==> src/rtl/dsd_pkg.sv <==
package dsd_pkg;

    typedef enum logic [2:0] {
        K_STANDBY  = 3'd0,
        K_READ     = 3'd1,
        K_EARLY_WR = 3'd2,
        K_LATE_WR  = 3'd3,
        K_RMW      = 3'd4,
        K_RAS_ONLY = 3'd5,
        K_CBR      = 3'd6,
        K_HIDDEN   = 3'd7
    } cyc_kind_e;

    typedef enum logic [1:0] {
        PH_IDLE = 2'd0,   // row strobe high
        PH_ROW  = 2'd1,   // row open for access
        PH_REF  = 2'd2    // counter-addressed refresh in progress
    } phase_e;

    // pin levels as sampled (1 = electrically high)
    typedef struct packed {
        logic ras;
        logic cas;
        logic we;
        logic oe;
    } strobes_t;

endpackage

==> src/rtl/dsd_pin_sampler.sv <==
module dsd_pin_sampler
    import dsd_pkg::*;
#(
    parameter int PIN_W  = 10,
    parameter int DATA_W = 8
) (
    input  logic              clk,
    input  logic              rst_n,
    input  logic              ras_n,
    input  logic              cas_n,
    input  logic              we_n,
    input  logic              oe_n,
    input  logic [PIN_W-1:0]  addr,
    input  logic [DATA_W-1:0] din,
    output strobes_t          lvl,
    output logic [PIN_W-1:0]  s_addr,
    output logic [DATA_W-1:0] s_din,
    output logic              ras_fall,
    output logic              ras_rise,
    output logic              cas_fall,
    output logic              cas_rise,
    output logic              we_fall
);

    typedef struct packed {
        strobes_t          cur;
        logic              p_ras;
        logic              p_cas;
        logic              p_we;
        logic [PIN_W-1:0]  addr;
        logic [DATA_W-1:0] din;
    } smp_t;

    smp_t smp_d, smp_q;

    always_comb begin
        smp_d        = smp_q;
        smp_d.cur    = '{ras: ras_n, cas: cas_n, we: we_n, oe: oe_n};
        smp_d.p_ras  = smp_q.cur.ras;
        smp_d.p_cas  = smp_q.cur.cas;
        smp_d.p_we   = smp_q.cur.we;
        smp_d.addr   = addr;
        smp_d.din    = din;
    end

    always_ff @(posedge clk) begin
        if (!rst_n) begin
            smp_q     <= '0;
            smp_q.cur <= '{ras: 1'b1, cas: 1'b1, we: 1'b1, oe: 1'b1};
            smp_q.p_ras <= 1'b1;
            smp_q.p_cas <= 1'b1;
            smp_q.p_we  <= 1'b1;
        end else begin
            smp_q <= smp_d;
        end
    end

    assign lvl      = smp_q.cur;
    assign s_addr   = smp_q.addr;
    assign s_din    = smp_q.din;
    assign ras_fall =  smp_q.p_ras & ~smp_q.cur.ras;
    assign ras_rise = ~smp_q.p_ras &  smp_q.cur.ras;
    assign cas_fall =  smp_q.p_cas & ~smp_q.cur.cas;
    assign cas_rise = ~smp_q.p_cas &  smp_q.cur.cas;
    assign we_fall  =  smp_q.p_we  & ~smp_q.cur.we;

endmodule

==> src/rtl/dsd_cell_array.sv <==
module dsd_cell_array #(
    parameter int IDX_W  = 6,
    parameter int DATA_W = 8
) (
    input  logic              clk,
    input  logic              rst_n,
    input  logic              wr_en,
    input  logic [IDX_W-1:0]  wr_idx,
    input  logic [DATA_W-1:0] wr_data,
    input  logic [IDX_W-1:0]  rd_idx,
    output logic [DATA_W-1:0] rd_data
);

    localparam int DEPTH = 1 << IDX_W;

    logic [DATA_W-1:0] mem_d [DEPTH];
    logic [DATA_W-1:0] mem_q [DEPTH];

    always_comb begin
        for (int i = 0; i < DEPTH; i++) begin
            mem_d[i] = mem_q[i];
        end
        if (wr_en) begin
            mem_d[wr_idx] = wr_data;
        end
    end

    always_ff @(posedge clk) begin
        for (int i = 0; i < DEPTH; i++) begin
            if (!rst_n) begin
                mem_q[i] <= '0;
            end else begin
                mem_q[i] <= mem_d[i];
            end
        end
    end

    assign rd_data = mem_q[rd_idx];

endmodule

==> src/rtl/dsd_retention_tracker.sv <==
module dsd_retention_tracker #(
    parameter int IDX_W = 3,
    parameter int LIMIT = 4096
) (
    input  logic             clk,
    input  logic             rst_n,
    input  logic             refresh_valid,
    input  logic [IDX_W-1:0] refresh_idx,
    output logic             err
);

    localparam int ROWS  = 1 << IDX_W;
    localparam int AGE_W = $clog2(LIMIT + 1);
    localparam logic [AGE_W-1:0] AGE_MAX = AGE_W'(LIMIT);

    logic [AGE_W-1:0] age_d [ROWS];
    logic [AGE_W-1:0] age_q [ROWS];
    logic             err_d, err_q;

    always_comb begin
        err_d = err_q;
        for (int r = 0; r < ROWS; r++) begin
            if (refresh_valid && refresh_idx == IDX_W'(r)) begin
                age_d[r] = '0;
            end else if (age_q[r] == AGE_MAX) begin
                age_d[r] = age_q[r];
            end else begin
                age_d[r] = age_q[r] + 1'b1;
            end
            if (age_q[r] == AGE_MAX) begin
                err_d = 1'b1;
            end
        end
    end

    always_ff @(posedge clk) begin
        if (!rst_n) begin
            err_q <= 1'b0;
        end else begin
            err_q <= err_d;
        end
        for (int r = 0; r < ROWS; r++) begin
            if (!rst_n) begin
                age_q[r] <= '0;
            end else begin
                age_q[r] <= age_d[r];
            end
        end
    end

    assign err = err_q;

endmodule

==> src/rtl/dram_strobe_decoder.sv <==
module dram_strobe_decoder
    import dsd_pkg::*;
#(
    parameter int ROW_W        = 10,
    parameter int COL_W        = 9,
    parameter int DATA_W       = 8,
    parameter int ARR_ROW_BITS = 3,
    parameter int ARR_COL_BITS = 3,
    parameter int REFCNT_W     = 10,
    parameter int RETAIN_CYC   = 4096
) (
    input  logic              clk,
    input  logic              rst_n,
    input  logic              ras_n,
    input  logic              cas_n,
    input  logic              we_n,
    input  logic              oe_n,
    input  logic [ROW_W-1:0]  addr,
    input  logic [DATA_W-1:0] din,
    output logic [DATA_W-1:0] dout,
    output logic              dout_en,
    output logic [2:0]        cycle_kind,
    output logic              ref_valid,
    output logic [ROW_W-1:0]  ref_row,
    output logic              retention_err
);

    localparam int PIN_W = (ROW_W > COL_W) ? ROW_W : COL_W;
    localparam int IDX_W = ARR_ROW_BITS + ARR_COL_BITS;

    typedef struct packed {
        phase_e                  phase;
        logic                    acc;       // column strobe access active
        logic                    acc_wr;    // current access has written
        logic                    seen;      // read data reached the output
        logic                    rd_valid;  // read data held for output
        logic [ARR_ROW_BITS-1:0] row;
        logic [ARR_COL_BITS-1:0] col;
        logic [REFCNT_W-1:0]     cnt;
        logic                    ref_valid;
        logic [ROW_W-1:0]        ref_row;
        cyc_kind_e               kind;
        logic [DATA_W-1:0]       dout;
        logic                    dout_en;
    } st_t;

    st_t st_d, st_q;

    strobes_t          lvl;
    logic [PIN_W-1:0]  s_addr;
    logic [DATA_W-1:0] s_din;
    logic              ras_fall, ras_rise, cas_fall, cas_rise, we_fall;

    logic              wr_en;
    logic [IDX_W-1:0]  wr_idx;
    logic [IDX_W-1:0]  rd_idx;
    logic [DATA_W-1:0] rd_data;
    logic [REFCNT_W-1:0] ref_cnt_w;

    dsd_pin_sampler #(
        .PIN_W  (PIN_W),
        .DATA_W (DATA_W)
    ) u_sampler (
        .clk      (clk),
        .rst_n    (rst_n),
        .ras_n    (ras_n),
        .cas_n    (cas_n),
        .we_n     (we_n),
        .oe_n     (oe_n),
        .addr     (PIN_W'(addr)),
        .din      (din),
        .lvl      (lvl),
        .s_addr   (s_addr),
        .s_din    (s_din),
        .ras_fall (ras_fall),
        .ras_rise (ras_rise),
        .cas_fall (cas_fall),
        .cas_rise (cas_rise),
        .we_fall  (we_fall)
    );

    dsd_cell_array #(
        .IDX_W  (IDX_W),
        .DATA_W (DATA_W)
    ) u_array (
        .clk     (clk),
        .rst_n   (rst_n),
        .wr_en   (wr_en),
        .wr_idx  (wr_idx),
        .wr_data (s_din),
        .rd_idx  (rd_idx),
        .rd_data (rd_data)
    );

    dsd_retention_tracker #(
        .IDX_W (ARR_ROW_BITS),
        .LIMIT (RETAIN_CYC)
    ) u_retain (
        .clk           (clk),
        .rst_n         (rst_n),
        .refresh_valid (st_q.ref_valid),
        .refresh_idx   (st_q.ref_row[ARR_ROW_BITS-1:0]),
        .err           (retention_err)
    );

    // column index for an access starting this sample
    assign rd_idx = {st_q.row, s_addr[ARR_COL_BITS-1:0]};

    always_comb begin
        st_d           = st_q;
        st_d.ref_valid = 1'b0;
        wr_en          = 1'b0;
        wr_idx         = rd_idx;

        if (st_q.dout_en && st_q.acc) begin
            st_d.seen = 1'b1;
        end

        unique case (st_q.phase)
            PH_IDLE: begin
                if (ras_fall) begin
                    st_d.ref_valid = 1'b1;
                    st_d.acc       = 1'b0;
                    st_d.acc_wr    = 1'b0;
                    if (!lvl.cas) begin
                        // counter-addressed refresh; pins ignored
                        st_d.ref_row = ROW_W'(st_q.cnt);
                        st_d.cnt     = st_q.cnt + 1'b1;
                        st_d.kind    = st_q.rd_valid ? K_HIDDEN : K_CBR;
                        st_d.phase   = PH_REF;
                    end else begin
                        st_d.ref_row  = s_addr[ROW_W-1:0];
                        st_d.row      = s_addr[ARR_ROW_BITS-1:0];
                        st_d.kind     = K_RAS_ONLY;
                        st_d.rd_valid = 1'b0;
                        st_d.phase    = PH_ROW;
                    end
                end else if (lvl.ras && lvl.cas) begin
                    st_d.kind = K_STANDBY;
                end
            end
            PH_ROW: begin
                if (ras_rise) begin
                    st_d.phase = PH_IDLE;
                    st_d.acc   = 1'b0;
                end else if (cas_fall) begin
                    st_d.acc  = 1'b1;
                    st_d.col  = s_addr[ARR_COL_BITS-1:0];
                    st_d.seen = 1'b0;
                    if (!lvl.we) begin
                        wr_en         = 1'b1;
                        st_d.kind     = K_EARLY_WR;
                        st_d.acc_wr   = 1'b1;
                        st_d.rd_valid = 1'b0;
                    end else begin
                        st_d.kind     = K_READ;
                        st_d.acc_wr   = 1'b0;
                        st_d.rd_valid = 1'b1;
                        st_d.dout     = rd_data;
                    end
                end else if (cas_rise) begin
                    st_d.acc = 1'b0;
                end else if (we_fall && st_q.acc && !st_q.acc_wr) begin
                    wr_en         = 1'b1;
                    wr_idx        = {st_q.row, st_q.col};
                    st_d.acc_wr   = 1'b1;
                    st_d.rd_valid = 1'b0;
                    st_d.kind     = st_d.seen ? K_RMW : K_LATE_WR;
                end
            end
            PH_REF: begin
                if (ras_rise) begin
                    st_d.phase = PH_IDLE;
                end
            end
            default: begin
                st_d.phase = PH_IDLE;
            end
        endcase

        if (lvl.ras && lvl.cas) begin
            st_d.rd_valid = 1'b0;
        end
        st_d.dout_en = st_d.rd_valid & ~lvl.oe;
    end

    always_ff @(posedge clk) begin
        if (!rst_n) begin
            st_q <= '0;
        end else begin
            st_q <= st_d;
        end
    end

    assign dout       = st_q.dout_en ? st_q.dout : '0;
    assign dout_en    = st_q.dout_en;
    assign cycle_kind = st_q.kind;
    assign ref_valid  = st_q.ref_valid;
    assign ref_row    = st_q.ref_row;
    assign ref_cnt_w  = st_q.cnt;

endmodule

==> config.mk <==
export PLATFORM = sky130hd
export DESIGN_NAME = dram_strobe_decoder
export DESIGN_NICKNAME = d
export VERILOG_FILES = /design/src/rtl/dsd_pkg.sv /design/src/rtl/dsd_pin_sampler.sv /design/src/rtl/dsd_cell_array.sv /design/src/rtl/dsd_retention_tracker.sv /design/src/rtl/dram_strobe_decoder.sv
export SDC_FILE = /design/constraint.sdc
export NUM_CORES = 2
export LEC_CHECK = 0
export ABC_AREA = 0
export BUFFER_PORTS_ARGS = -buffer_cell sky130_fd_sc_hd__buf_2
export CAP_MARGIN = 0
export CORE_MARGIN = 5
export CORE_UTILIZATION = 30
export DETAILED_ROUTE_END_ITERATION = 7
export GPL_TIMING_DRIVEN = 0
export PLACE_DENSITY = 0.5
export SLEW_MARGIN = 20
export SYNTH_ARGS = -nofsm -noshare
export SYNTH_HDL_FRONTEND = slang
export SYNTH_HIERARCHICAL = 1
export SYNTH_SLANG_ARGS = --single-unit
==> constraint.sdc <==
create_clock -name clk -period 3.4 [get_ports clk]
set_input_delay 0.34 -clock clk [delete_from_list [all_inputs] [get_ports clk]]
set_output_delay 0.34 -clock clk [all_outputs]
set_load 0.02 [all_outputs]
; After elaboration in Yosys (flattened, before gate mapping)
; Memory sizes are Yosys's and may differ from the RTL's.
; Cells that the tools add are included.
[word_totals]
input_bits = 24
register_bits = 71
mem_bits_rw = 616
out_inout_bits = 24
n_memories = 2
elab_cells = 325
[mem_list]
columns = memory, depth, word_bits, rd, rd_clocked_by_memory_dff, write_ports, line
row1 = u_array.mem_q, 64, 8, 65, 0, 64, dsd_cell_array.sv:17  ; logic [DATA_W-1:0] mem_q [DEPTH];
row2 = u_retain.age_q, 8, 13, 8, 0, 8, dsd_retention_tracker.sv:17  ; logic [AGE_W-1:0] age_q [ROWS];
[classes]
n_lt_le_gt_ge = 2
n_eq_ne = 24
n_reduce_logical = 29
muxes = 150
n_bitwise = 86
n_addsub = 9
[ops]
columns = op, n
row1 = $mux W8, 68
row2 = $bwmux W512, 1
row3 = $mux W512, 1
row4 = $mux W13, 25
row5 = $add A13 B1 Y13 const B, 8
row6 = $eq A13 B13 Y1 const B, 8
row7 = $or A1 B1 Y1, 72
row8 = $demux W8 S6, 1
row9 = $mux W3, 12
row10 = $mux W1, 29
row11 = $mux W11, 2
row12 = $logic_and A1 B1 Y1, 13
row13 = $eq A3 B3 Y1 const B, 4
row14 = $mux W4, 3
row15 = $reduce_and A3 Y1, 4
row16 = $add A10 B1 Y10 const B, 1
row17 = $reduce_and A5 Y1, 2
row18 = $ne A3 B3 Y1 const B, 3
row19 = $mux W2, 4
row20 = $pmux W2 S2, 2
row21 = $reduce_bool A8 Y1, 1
row22 = $ge A7 B7 Y1 const B, 1
row23 = $lt A7 B1 Y1 const B, 1
row24 = $not A1 Y1, 7
row25 = other kinds (18), 27

; Depth between registers and ports, before layout
[logic_depth]
depth_word = 17
ltp_mapped = 12
ltp_nobuf = 10

; Hierarchy
; Netlist, hierarchy kept.
[modules_own_cells]
columns = mod, seq_area_each_um2, cells_per_inst, instances, area_each_um2
row1 = dsd_cell_array, 10249.8, 2519, 1, 24161.9
row2 = dsd_retention_tracker, 2102.0, 567, 1, 4840.9
row3 = dram_strobe_decoder, 900.9, 256, 1, 2214.6
row4 = dsd_pin_sampler, 500.5, 79, 1, 868.3

; Least setup slack after synthesis
; OpenSTA, ideal clock, no wires.
[synth_timing]
path_type = reg-to-reg
start = register st_q[44] (netlist bit)
end = memory u_array.mem_q[29][0]
path_slack_ps = 669
path_buffers = 2
stages_incl_launch_ff = 13
arrival_ps = 2615
setup_ps = 116
synth_period_minus_slack_ps = 2731
required_time_ps = 3284
path_cell_list = dfxtp_1 inv_1 ha_1 or3b_2 nand2b_4 mux2_2 buf_2 nand2b_1 or2_1 buf_2 nor2_4 mux2i_1 nor2b_1
[synth_lines]
columns = item, line
row1 = from (decl), dram_strobe_decoder.sv:47  ; st_t st_d, st_q;
row2 = from (signal assigned), dram_strobe_decoder.sv:191  ; st_q <= st_d;
row3 = to (decl), dsd_cell_array.sv:17

==> results.json <==
{
  "grt_use_total": 0.205,
  "power.leakage_uw": 0.0120,
  "finalNetCount": 3639,
  "outcome": "completed",
  "clkTransAtPathRegs_ns": 0.06,
  "syn_nets": 3464,
  "grt_start_max_net_pins": 19,
  "remaining_drc_errors": 0,
  "cts-buffers-inserted": 79,
  "startpoint_type": "flop",
  "async_flop_share": 0,
  "grt.overflow.total": 0,
  "regToRegStartpoint": "st_q[44]",
  "dpl_cell_area_sq_um": 34100,
  "synth_adder_area_share": 0.00741,
  "yosys.cell_types.count": 75,
  "rsz0062_at_grt": "yes",
  "die_w_um": 337,
  "max_cap_viol_count": 0,
  "wl_per_cell_um": 23.5,
  "cts.htree.levels": 3,
  "reg2reg_depth": 13,
  "powerDensity_nw_per_um2": 481,
  "dr.pass1.iters": 6,
  "ys_seq_elements": 687,
  "synth-warning-count": 6,
  "syn_area_per_cell_sq_um": 9.38,
  "synthSimpleGateAreaFrac": 0.222,
  "min_period_over_period": 0.986,
  "holdCritStartpoint": "rst_n",
  "place_hpwl_um": 82800,
  "holdWs_ns": 0.115,
  "max_slew.worst_pin.slew_ns": 1.09,
  "drv_slew": 0,
  "drt-initial-drc-count": 2373,
  "r2r-end": "u_array/mem_q[56][6]",
  "drtAntennaViolNets": 0,
  "tns_ns": 0,
  "synthMuxAreaShare": 0.154,
  "synth_top_family_by_area": "simple AND/OR/NAND/NOR gates",
  "insertion_delay_ns": 0.64,
  "end_kind": "flop",
  "peakVddDrop_uv": 307,
  "fin_crit_ns": 3.35,
  "final_common_cell": "dfxtp_1",
  "chipHeight_um": 337,
  "area_growth_pct": 16.8,
  "fin_area_sq_um": 37500,
  "synth_area_sq_um": 32100,
  "place.gp.congestion": 0.958,
  "dr_total_vias": 26472,
  "min_to": "u_sampler/lvl[1]",
  "hold_violations": 0,
  "finalSetupViolations": 0,
  "min_path_type": "input pin to flop",
  "viasPerCell": 5.23,
  "cts-root-buf": "clkbuf_16",
  "rows": 120,
  "drive_above_1_share": 0.143,
  "grt_pass1_vias": 25393,
  "coreArea_sq_um": 107000,
  "grt_pass1_wl_um": 175000,
  "finClkSkew_ns": 0.0232,
  "worst-path-max-fanout": 10,
  "die_area_sq_um": 114000,
  "cts.sinks": 687,
  "clockBufferDepth": 3,
  "drt_wl_total_um": 119000,
  "slew_headroom": 0.274,
  "synth-xor-area-share": 0.0213,
  "max_freq_mhz": 298,
  "synthCells": 3421,
  "seq_area_frac_synth": 0.429,
  "grt_antenna_before_repair": 8,
  "synth_compound_area_frac": 0.115,
  "cp_data_arrival_time_ns": 3.88,
  "start_util": 0.301,
  "path_class": "flop to flop",
  "port_buffers": 47,
  "synth-edff-count": 0,
  "ioPinCount": 48,
  "cts_tree": "done",
  "crit_required_ns": 3.93,
  "ff2ff_setup_slack_ns": 0.05,
  "final_cell_mix": "dfxtp_1 (687), nand2_1 (456), nand3_1 (412)",
  "whs_path_depth": 2,
  "ys.flop_type": "dfxtp_1"
}
[per-layer routing]
metal  GRT usage  vias to the layer above  wire (um)
li1            -                    12292          -
met1       0.285                    12970      53200
met2       0.321                      999      52900
met3      0.0389                      207       8970
met4      0.0667                        4       3960
met5           0                        -         26
[logic make-up after synthesis]
group / after synthesis
AO/OA/AOI/OAI: 515
buffers and inverters: 350
XOR/XNOR: 78
multiplexers: 344
AND/OR/NAND/NOR: 1428
flip-flops: 687
adder cells (fa/ha/maj): 19
[cells in the mapped netlist, types with 50 or more instances]
cell        n  area share
buf_4      50       0.012
dfxtp_1   687        0.43
nand3_1   412       0.064
mux2i_1   208       0.065
a21boi_1  140       0.033
clkbuf_1  182       0.021
nor2_1    140       0.016
nor2b_1   178       0.035
nand2_1   471       0.055
mux4_2    119       0.084
xnor2_1    53       0.014
a21boi_0  213       0.050
[metrics by stage]
step | cells | util | total power (uW) | setup WS, ns
global placement | 4871 | 0.320 | 9490 | -1.26
finish | 5057 | 0.352 | 18000 | 0.0465
global route | 5056 | 0.352 | 18600 | -0.00907
detailed placement | 4872 | 0.320 | 9490 | -0.894
CTS | 5042 | 0.348 | 18200 | 0.00409
floorplan | 3421 | - | 9020 | 0.669
[layout make-up]
class,count,area (sq um)
repair buffers,97,865
flip-flops and latches,687,13800
well taps,1403,1760
diodes,1,2.50
clock inverters,18,235
fillers,10995,69100
inverters,43,161
clock buffers,120,2360
multi-input cells,2384,16800
plain buffers,304,1530
[worst max-delay path: stages (launching register included)]
cell and delay (ns):
dfxtp_1 0.31, inv_1 0.07, ha_1 0.19, or3b_2 0.52, nand2b_4 0.18, mux2_2 0.32
nand2b_1 0.15, clkbuf_1 0.27, nor3_4 0.19, buf_4 0.19, buf_4 0.32, nand2_1 0.31
nand2_1 0.17, a21boi_1 0.07
[where the power goes]
group	switching, uW	leakage [uW]	internal [uW]	total (uW)
registers	59.7	0.00554	8110	8170
logic	792	0.00519	399	1190
clock network	3510	0.00127	5160	8670
[registers in the layout (all words and copies together) (netlist names)]
register	flops
u_sampler/smp_q	3
u_array/mem_q	512
u_retain/err	1
u_retain/age_q	104
dout_en	1
u_sampler/lvl	4
u_sampler/s_din	8
u_sampler/s_addr	10
ref_row	10
ref_valid	1
cycle_kind	3
rd_idx	3
ref_cnt_w	10
st_q	17
[how the worst max path moves through the flow]
stage / from / end / slack [ns] / cells past startpoint
final: st_q[44] / u_array/mem_q[56][6] / 0.05 / 13
after global routing: st_q[44] / u_array/mem_q[34][4] / -0.009 / 13
after CTS: st_q[44] / u_array/mem_q[14][6] / 0.004 / 11
after detailed placement: u_sampler/lvl[3] / u_array/mem_q[44][4] / -0.89 / 10
after global placement: u_sampler/lvl[3] / u_array/mem_q[20][6] / -1.26 / 10
after floorplan: st_q[44] / u_array/mem_q[29][0] / 0.67 / 12
[what timing repair did]
action | CTS | global route
setup endpoints to repair | 410 | 312
hold buffers | 22 | 0
buffers inserted | 11 | 16
hold endpoints to repair | 22 | 0
pin swaps | 3 | 13
resized for setup | 28 | 55
Power figures use the tool's default switching activity.
